==> src/rtl/nsq_pkg.sv <==
package nsq_pkg;
   typedef enum logic [1:0] {
      K_CMD   = 2'd0,
      K_ADDR  = 2'd1,
      K_WDATA = 2'd2,
      K_RDATA = 2'd3
   } nsq_kind_e;

   typedef enum logic [1:0] {
      PH_IDLE  = 2'd0,
      PH_SETUP = 2'd1,
      PH_PULSE = 2'd2,
      PH_HOLD  = 2'd3
   } nsq_phase_e;

   localparam int unsigned NUM_FIELDS = 8;
   localparam int unsigned F_RSETUP = 0;
   localparam int unsigned F_RHOLD  = 1;
   localparam int unsigned F_RWIDTH = 2;
   localparam int unsigned F_RRDY   = 3;
   localparam int unsigned F_WSETUP = 4;
   localparam int unsigned F_WHOLD  = 5;
   localparam int unsigned F_WWIDTH = 6;
   localparam int unsigned F_WRDY   = 7;
endpackage

==> src/rtl/nsq_cfg_regs.sv <==
module nsq_cfg_regs #(
   parameter int unsigned FIELD_W = 4,
   localparam int unsigned TW = nsq_pkg::NUM_FIELDS * FIELD_W
) (
   input  logic          clk,
   input  logic          rst_n,
   input  logic          soft_rst,
   input  logic          tim_we,
   input  logic [TW-1:0] tim_wdata,
   input  logic          cfg_we,
   input  logic          cfg_ce_force,
   output logic [TW-1:0] timing,
   output logic          ce_force
);
   always_ff @(posedge clk or negedge rst_n) begin
      if (!rst_n) begin
         timing   <= '0;
         ce_force <= 1'b0;
      end else if (soft_rst) begin
         timing   <= '0;
         ce_force <= 1'b0;
      end else begin
         if (tim_we) timing   <= tim_wdata;
         if (cfg_we) ce_force <= cfg_ce_force;
      end
   end
endmodule

==> src/rtl/nsq_phase_fsm.sv <==
module nsq_phase_fsm
   import nsq_pkg::*;
#(
   parameter int unsigned FIELD_W = 4,
   parameter int unsigned DATA_W  = 8,
   localparam int unsigned TW = NUM_FIELDS * FIELD_W
) (
   input  logic               clk,
   input  logic               rst_n,
   input  logic               soft_rst,
   input  logic [TW-1:0]      timing,
   input  logic               req_valid,
   input  logic [1:0]         req_kind,
   input  logic [DATA_W-1:0]  req_wdata,
   input  logic [DATA_W-1:0]  dq_in,
   output logic               req_ready,
   output nsq_phase_e         phase,
   output nsq_kind_e          kind_q,
   output logic [DATA_W-1:0]  wdata_q,
   output logic               access_done,
   output logic [FIELD_W-1:0] rdy_delay_q,
   output logic [DATA_W-1:0]  rd_data,
   output logic               rd_valid
);
   logic [FIELD_W-1:0] cnt, width_q, hold_q;
   logic               is_rd;

   function automatic logic [FIELD_W-1:0] fld(input logic [TW-1:0] w, input int unsigned idx);
      return w[idx*FIELD_W +: FIELD_W];
   endfunction

   assign is_rd       = (nsq_kind_e'(req_kind) == K_RDATA);
   assign req_ready   = (phase == PH_IDLE);
   assign access_done = (phase == PH_HOLD) && (cnt == '0);

   always_ff @(posedge clk or negedge rst_n) begin
      if (!rst_n) begin
         phase <= PH_IDLE;  kind_q <= K_CMD;  wdata_q <= '0;
         cnt <= '0;  width_q <= '0;  hold_q <= '0;  rdy_delay_q <= '0;
         rd_data <= '0;  rd_valid <= 1'b0;
      end else if (soft_rst) begin
         phase <= PH_IDLE;  cnt <= '0;  rd_valid <= 1'b0;
      end else begin
         rd_valid <= 1'b0;
         unique case (phase)
            PH_IDLE: if (req_valid) begin
               kind_q      <= nsq_kind_e'(req_kind);
               wdata_q     <= req_wdata;
               cnt         <= fld(timing, is_rd ? F_RSETUP : F_WSETUP);
               width_q     <= fld(timing, is_rd ? F_RWIDTH : F_WWIDTH);
               hold_q      <= fld(timing, is_rd ? F_RHOLD  : F_WHOLD);
               rdy_delay_q <= fld(timing, is_rd ? F_RRDY   : F_WRDY);
               phase       <= PH_SETUP;
            end
            PH_SETUP: if (cnt == '0) begin
               phase <= PH_PULSE;
               cnt   <= width_q;
            end else cnt <= cnt - 1'b1;
            PH_PULSE: if (cnt == '0) begin
               phase <= PH_HOLD;
               cnt   <= hold_q;
               if (kind_q == K_RDATA) begin
                  rd_data  <= dq_in;
                  rd_valid <= 1'b1;
               end
            end else cnt <= cnt - 1'b1;
            PH_HOLD: if (cnt == '0) phase <= PH_IDLE;
                     else cnt <= cnt - 1'b1;
            default: phase <= PH_IDLE;
         endcase
      end
   end
endmodule

==> src/rtl/nsq_ready_sampler.sv <==
module nsq_ready_sampler #(
   parameter int unsigned FIELD_W     = 4,
   parameter int unsigned SYNC_STAGES = 2
) (
   input  logic               clk,
   input  logic               rst_n,
   input  logic               soft_rst,
   input  logic               rb_in,
   input  logic               start,
   input  logic [FIELD_W-1:0] delay,
   output logic               dev_ready
);
   logic               rb_s;
   logic               pend;
   logic [FIELD_W:0]   cnt;

   generate
      if (SYNC_STAGES == 0) begin : g_nosync
         assign rb_s = rb_in;
      end else begin : g_sync
         logic [SYNC_STAGES-1:0] sh;
         always_ff @(posedge clk or negedge rst_n) begin
            if (!rst_n) sh <= '0;
            else        sh <= (sh << 1) | SYNC_STAGES'(rb_in);
         end
         assign rb_s = sh[SYNC_STAGES-1];
      end
   endgenerate

   always_ff @(posedge clk or negedge rst_n) begin
      if (!rst_n) begin
         pend <= 1'b0;  cnt <= '0;  dev_ready <= 1'b0;
      end else if (soft_rst) begin
         pend <= 1'b0;  cnt <= '0;  dev_ready <= 1'b0;
      end else if (start) begin
         pend      <= 1'b1;
         cnt       <= {delay, 1'b0};
         dev_ready <= 1'b0;
      end else if (pend) begin
         if (cnt == '0) begin
            pend      <= 1'b0;
            dev_ready <= rb_s;
         end else cnt <= cnt - 1'b1;
      end else begin
         dev_ready <= rb_s;
      end
   end
endmodule

==> src/rtl/nand_strobe_seq.sv <==
module nand_strobe_seq
   import nsq_pkg::*;
#(
   parameter int unsigned FIELD_W     = 4,
   parameter int unsigned DATA_W      = 8,
   parameter int unsigned SYNC_STAGES = 2,
   localparam int unsigned TW = NUM_FIELDS * FIELD_W
) (
   input  logic              clk,
   input  logic              rst_n,
   input  logic              soft_rst,
   input  logic              tim_we,
   input  logic [TW-1:0]     tim_wdata,
   input  logic              cfg_we,
   input  logic              cfg_ce_force,
   input  logic              req_valid,
   input  logic [1:0]        req_kind,
   input  logic [DATA_W-1:0] req_wdata,
   output logic              req_ready,
   output logic              rd_valid,
   output logic [DATA_W-1:0] rd_data,
   output logic              dev_ready,
   output logic              nand_ce_n,
   output logic              nand_cle,
   output logic              nand_ale,
   output logic              nand_we_n,
   output logic              nand_re_n,
   output logic [DATA_W-1:0] nand_dq_out,
   output logic              nand_dq_oe,
   input  logic [DATA_W-1:0] nand_dq_in,
   input  logic              nand_rb
);
   generate
      if (FIELD_W < 1 || FIELD_W > 8) begin : g_bad_field
         $error("FIELD_W must be 1..8");
      end
      if (DATA_W < 1) begin : g_bad_data
         $error("DATA_W must be at least 1");
      end
   endgenerate

   logic [TW-1:0]      timing;
   logic               ce_force;
   nsq_phase_e         phase;
   nsq_kind_e          kind_q;
   logic               access_done;
   logic [FIELD_W-1:0] rdy_delay_q;
   logic               busy, strobe_on, rd_acc;

   nsq_cfg_regs #(.FIELD_W(FIELD_W)) u_cfg (
      .clk, .rst_n, .soft_rst, .tim_we, .tim_wdata, .cfg_we, .cfg_ce_force,
      .timing, .ce_force
   );

   nsq_phase_fsm #(.FIELD_W(FIELD_W), .DATA_W(DATA_W)) u_fsm (
      .clk, .rst_n, .soft_rst, .timing, .req_valid, .req_kind, .req_wdata,
      .dq_in(nand_dq_in), .req_ready, .phase, .kind_q, .wdata_q(nand_dq_out),
      .access_done, .rdy_delay_q, .rd_data, .rd_valid
   );

   nsq_ready_sampler #(.FIELD_W(FIELD_W), .SYNC_STAGES(SYNC_STAGES)) u_rdy (
      .clk, .rst_n, .soft_rst, .rb_in(nand_rb), .start(access_done),
      .delay(rdy_delay_q), .dev_ready
   );

   assign busy       = (phase != PH_IDLE);
   assign strobe_on  = (phase == PH_PULSE);
   assign rd_acc     = (kind_q == K_RDATA);
   assign nand_cle   = busy && (kind_q == K_CMD);
   assign nand_ale   = busy && (kind_q == K_ADDR);
   assign nand_we_n  = !(strobe_on && !rd_acc);
   assign nand_re_n  = !(strobe_on && rd_acc);
   assign nand_ce_n  = !(busy || ce_force);
   assign nand_dq_oe = busy && !rd_acc;
endmodule

==> config.mk <==
export PLATFORM = sky130hd
export DESIGN_NAME = nand_strobe_seq
export DESIGN_NICKNAME = d
export VERILOG_FILES = /design/src/rtl/nsq_pkg.sv /design/src/rtl/nsq_cfg_regs.sv /design/src/rtl/nsq_phase_fsm.sv /design/src/rtl/nsq_ready_sampler.sv /design/src/rtl/nand_strobe_seq.sv
export SDC_FILE = /design/constraint.sdc
export NUM_CORES = 1
export LEC_CHECK = 0
export BUFFER_PORTS_ARGS = -buffer_cell sky130_fd_sc_hd__buf_2
export CAP_MARGIN = 5
export CORE_ASPECT_RATIO = 2
export CORE_MARGIN = 10
export CORE_UTILIZATION = 58
export DETAILED_ROUTE_END_ITERATION = 7
export HOLD_SLACK_MARGIN = 0.08
export PLACE_DENSITY = 0.85
export SYNTH_ARGS = -nofsm -noshare
export SYNTH_HDL_FRONTEND = slang
export SYNTH_HIERARCHICAL = 1
export SYNTH_SLANG_ARGS = --single-unit
export TNS_END_PERCENT = 20
==> constraint.sdc <==
create_clock -name clk -period 4.4 [get_ports clk]
set_clock_uncertainty 0.05 [all_clocks]
set_input_delay 0.44 -clock clk [delete_from_list [all_inputs] [get_ports clk]]
set_output_delay 0.44 -clock clk [all_outputs]
set_load 0.02 [all_outputs]
# Word level (Yosys, flattened, before mapping)
# Cells that the tools add are included.
[word_totals] register_bits=79 output_inout_bits=25 wordCells=96
[classes] addsub=2 eq_ne=13 shifts=4 n_mux=36 bitwise_logic=2 reduce_logical=24
[op_table] operator="$shiftx A32 B33 Y4" count=4
[op_table] operator="$mux W32" count=2
[op_table] operator="$mux W4" count=5
[op_table] operator="$mux W5" count=4
[op_table] operator="$pmux W4 S4" count=1
[op_table] operator="$mux W1" count=14
[op_table] operator="$mux W3" count=4
[op_table] operator="$ne A3 B3 Y1 const B" count=4
[op_table] operator="$mux W2" count=5
[op_table] operator="$eq A2 B2 Y1 const B" count=4
[op_table] operator="$pmux W2 S4" count=1
[op_table] operator="$reduce_and A4 Y1" count=2
[op_table] operator="$logic_and A1 B1 Y1" count=6
[op_table] operator="$ne A3 B2 Y1 const B" count=2
[op_table] operator="$reduce_bool A2 Y1" count=3
[op_table] operator="$logic_not A5 Y1" count=1
[op_table] operator="$sub A5 B1 Y5 const B" count=1
[op_table] operator="$eq A2 B1 Y1 const B" count=2
[op_table] operator="$logic_not A1 Y1" count=4
[op_table] operator="$logic_not A2 Y1" count=2
[op_table] operator="$logic_not A4 Y1" count=1
[op_table] operator="$ne A4 B4 Y1 const B" count=1
[op_table] operator="$reduce_and A2 Y1" count=2
[op_table] operator="$sub A4 B1 Y4 const B" count=1
[op_table] operator="other kinds (5)" count=5

# Depth between registers and ports, before layout
[logic_depth] depth_word=6 ltp_mapped=7 mapped_depth_nobuf=6

# By module
# The synthesis kept the hierarchy.
[by_module_without_submodules] module="nsq_phase_fsm" instances=1 cells_each=161 area_each_um2=1878.1 seq_area_each_um2=925.9
[by_module_without_submodules] module="nsq_cfg_regs" instances=1 cells_each=107 area_each_um2=1370.1 seq_area_each_um2=825.8
[by_module_without_submodules] module="nsq_ready_sampler" instances=1 cells_each=46 area_each_um2=456.7 seq_area_each_um2=225.2
[by_module_without_submodules] module="nand_strobe_seq" instances=1 cells_each=9 area_each_um2=47.5 seq_area_each_um2=0.0

# Least setup slack after synthesis
# Ideal clock, no wire load.
[synth_path] path_type="reg2reg" startpoint="register u_fsm.phase[0]" endpoint="register u_fsm.wdata_q[3]" arrival_time_ns=1.794 slack_ns=2.428 path_stages_with_launch=7 cell_sequence="dfrtp_1 inv_1 ha_1 buf_2 nand3b_1 buf_2 mux2_1"
[synth_between] elab_chain_len=2
[synth_rtl] element="from (decl)" line="nsq_phase_fsm.sv:17" text="output nsq_phase_e phase,"
[synth_rtl] element="from (signal assigned)" line="nsq_phase_fsm.sv:38" text="phase <= PH_IDLE; kind_q <= K_CMD; wdata_q <= '0;"
[synth_rtl] element="from (signal assigned)" line="nsq_phase_fsm.sv:42" text="phase <= PH_IDLE; cnt <= '0; rd_valid <= 1'b0;"
[synth_rtl] element="from (signal assigned)" line="nsq_phase_fsm.sv:53" text="phase <= PH_SETUP;"
[synth_rtl] element="$logic_not A2 Y1"
[synth_rtl] element="via req_ready" line="nand_strobe_seq.sv:19" text="output logic req_ready,"
[synth_rtl] element="$reduce_and A3 Y1 (no line)"
[synth_rtl] element="to (signal assigned)" line="nsq_phase_fsm.sv:48" text="wdata_q <= req_wdata;"
[synth_rtl] element="to (decl)" line="nsq_phase_fsm.sv:19" text="output logic [DATA_W-1:0] wdata_q,"
# The timed path passes the listed nets, and every way through them passes these cells.
# A chain may end at the register's enable or synchronous reset.

# Final worst setup path
[layout_path] startpoint="register u_fsm.phase[0]" endpoint="register u_fsm.wdata_q[5]"
[layout_between] elab_chain_len=2
[layout_rtl] element="$logic_not A2 Y1" line="nsq_phase_fsm.sv:45" text="unique case (phase)"
[layout_rtl] element="$reduce_and A3 Y1 (no line)"
# No other way between the ends.

==> impl_metrics.tcl <==
set metrics [dict create \
    worstMarginPinSlew_ns 1.02 \
    track_usage_pct 16.8 \
    final-hold-violation-count 0 \
    p_leak_nw 2.27 \
    h-tree-depth 3 \
    die_area_mm2 0.0103 \
    fmax_mhz 384 \
    ctsHoldBuffers 0 \
    clk_latency_ns 0.34 \
    hold_ws_ns 0.158 \
    met1_length_um 3080 \
    grt_setup_unrepaired "no" \
    met3_wirelength_um 407 \
    drt_iter0_drc 184 \
    io_buffers 82 \
    first_global_vias 2927 \
    syn2layout_area_growth_pct 18.6 \
    path_max_fanout 25 \
    fillers 491 \
    p_int_w 0.00171 \
    avgRoutedWirePerCell_um 16.9 \
    seqCellArea_mm2 0.00198 \
    highest_layer "met4" \
    start_util_pct 59.5 \
    power.density_mw_per_mm2 570 \
    die_h_um 134 \
    cts.path.max_buffers 2 \
    drive_above_1_share_pct 28.2 \
    routed_wl_um 8220 \
    synth_top_area_share_pct 52.7 \
    netlist_instances 323 \
    fin_crit_sh_pct 59.1 \
    crit_path_start_kind "register" \
    ys_warn_count 6 \
    ys_seq_elements 79 \
    r2r_start "u_fsm/phase[0]$_DFFE_PN0P_" \
    endpoint_kind "register" \
    grt_max_degree 80 \
    synth.most_common_cell "dfrtp_1" \
    crit_type "register to register" \
    fin_nets 461 \
    cts_tree "built" \
    p_switching_w 0.000821 \
    core_area_mm2 0.00631 \
    cp-endpoint "u_fsm/wdata_q[5]$_DFFE_PN0P_" \
    cp-startpoint "u_fsm/phase[0]$_DFFE_PN0P_" \
    postRouteAntennaNets 0 \
    status "finished, final reports clean" \
    postCtsResizedCells 0 \
    crit_path_top_delay_cell "nand3b_1" \
    power_frac_seq_pct 39.2 \
    cts_buffers 9 \
    gp_congestion 0.782 \
    yosys.area.top_type "dfrtp_1" \
    fin_setup_tns_ns 0 \
    gr-total-overflow 0 \
    pwr-share-comb_pct 29.4 \
    postCtsSetupRepairBufs 0 \
    synthFlopType "dfrtp_1" \
    antenna_found_initial 0 \
    antenna_cells 0 \
    vias 2695 \
    multi_input_area_mm2 0.00158 \
    setup_viol 0 \
    worstReg2RegEnd "u_fsm/wdata_q[5]$_DFFE_PN0P_" \
    hpwlAfterDp_um 5930 \
    synth_nets 388 \
    synth_edf_count 0 \
    crit_required_ns 4.56 \
    reg2reg_slack_ns 1.80 \
    slew_violations 0 \
    p_sw_share_pct 32.4 \
    yosysSeqAreaShare_pct 52.7 \
    cap_violations 0 \
    cts.reportedPaths.clkPinSlew_ns 0.06 \
    die_width_um 76.9 \
    crit_path_cell_trace "inv_1 > ha_1 > nand3b_1 > mux2_1" \
    root_buffer "clkbuf_16" \
    period_minus_slack_ns 2.60 \
    grt_pass1_wl_um 13800 \
    drtPass1Iterations 4 \
    netlist_top_cells_area "dfrtp_1 53%, mux2i_1 12%, mux2_1 4.2%" \
    synth_area_per_cell_um2 11.6 \
    relSlewSlack_pct 31.8 \
    via_per_inst 5.53 \
    ys_types 50 \
    cts_sinks 79 \
    ff2ff_path_depth 4 \
    min_path_type "primary input to register" \
    cpPeakStageDelay_ns 0.79 \
    power_frac_clock_pct 31.3 \
    drc 0 \
    synthArstFlopShare_pct 100 \
    rows 41 \
    wl_met2_um 4520 \
    synthTopCellsByCount "79 x dfrtp_1, 46 x mux2i_1, 39 x nor2_1, 21 x nand2_1, 14 x mux2_1" \
    peakVddDrop_mv 0.466 \
    synth.cell_area_mm2 0.00375 \
    cp.arrival_ns 2.76 \
    io_pins 83 \
]
sequential cells by signal, indices dropped and copies added (netlist names):
name and cells:
u_rdy/cnt 5, u_fsm/width_q 4, u_fsm/rdy_delay_q 4, u_cfg/ce_force 1, u_fsm/hold_q 4, u_cfg/timing 32
u_fsm/rd_valid 1, u_rdy/dev_ready 1, u_rdy/pend 1, u_fsm/kind_q 2, u_fsm/wdata_q 8, u_fsm/phase 2
u_fsm/rd_data 8, u_rdy/g_sync.sh 2, u_fsm/cnt 4
logic make-up after synthesis:
logic type | after synthesis | synth area share (%)
simple gates | 90 | 11.9
fa+ha+maj | 7 | 2.33
mux | 64 | 17.7
buf+inv | 31 | 5.17
xor+xnor | 1 | 0.233
flops | 79 | 52.7
compound gates | 51 | 10.0
routing by layer:
metal	vias to the layer above	track usage (%)
li1	1279	-
met1	1321	17.1
met2	74	29.6
met3	21	5.73
met4	0	8.00
met5	-	0
area by class of cell:
cell class,instances,area share (%)
Multi-Input combinational cell,213,35.5
Sequential cell,79,44.4
Timing Repair Buffer,83,9.45
Clock buffer,13,5.85
Clock inverter,3,1.46
Tap cell,86,2.42
Inverter,10,0.844
how the worst min path moves through the flow:
stage                                       from                      endpoint  cells past startpoint
finish                                   nand_rb  u_rdy/g_sync.sh[0]$_DFF_PN0_                      1
global route                             nand_rb  u_rdy/g_sync.sh[0]$_DFF_PN0_                      1
CTS                                      nand_rb  u_rdy/g_sync.sh[0]$_DFF_PN0_                      1
detailed placement  u_rdy/g_sync.sh[0]$_DFF_PN0_  u_rdy/g_sync.sh[1]$_DFF_PN0_                      0
global placement    u_rdy/g_sync.sh[0]$_DFF_PN0_  u_rdy/g_sync.sh[1]$_DFF_PN0_                      0
floorplan                                  rst_n    u_cfg/ce_force$_DFFE_PN0P_                      0
stage by stage:
step | setup slack (ns) | utilization [%] | std cells | cell area, um^2 | power [W]
2_1_floorplan | 2.43 | - | 323 | 3750 | 0.00152
3_3_place_gp | 1.87 | 65.4 | 471 | 4120 | 0.00171
3_5_place_dp | 1.84 | 65.4 | 471 | 4120 | 0.00175
4_1_cts | 1.82 | 70.5 | 487 | 4450 | 0.00256
5_1_grt | 1.60 | 70.5 | 487 | 4450 | 0.00268
6_report | 1.80 | 70.5 | 487 | 4450 | 0.00254
cells in the final DEF, fill, tap and decap left out, types with 9 or more instances in the layout:
cell type	count
o21ai_1	12
dfrtp_1	79
mux2i_1	46
nand2_1	21
inv_1	10
mux2_1	14
nor2_1	39
buf_2	81
a21oi_1	10
clkbuf_16	9
power by group through the flow:
| stage | registers, W | logic [W] | clock network, W |
|---|---|---|---|
| after detailed placement | 0.00101 | 0.000743 | 0 |
| after floorplan | 0.00106 | 0.000453 | 0 |
| final | 0.000995 | 0.000747 | 0.000794 |
| after CTS | 0.000994 | 0.000751 | 0.000812 |
| after global placement | 0.000995 | 0.000718 | 0 |
| after global routing | 0.00102 | 0.000815 | 0.000846 |
critical path, delay by kind of cell (launching register included):
kind	cells	cell delay, ns
mux	1	0.60
simple gates	1	0.79
buf+inv	1	0.14
fa+ha+maj	1	0.45
flops	1	0.44
Power figures use the tool's default switching activity.
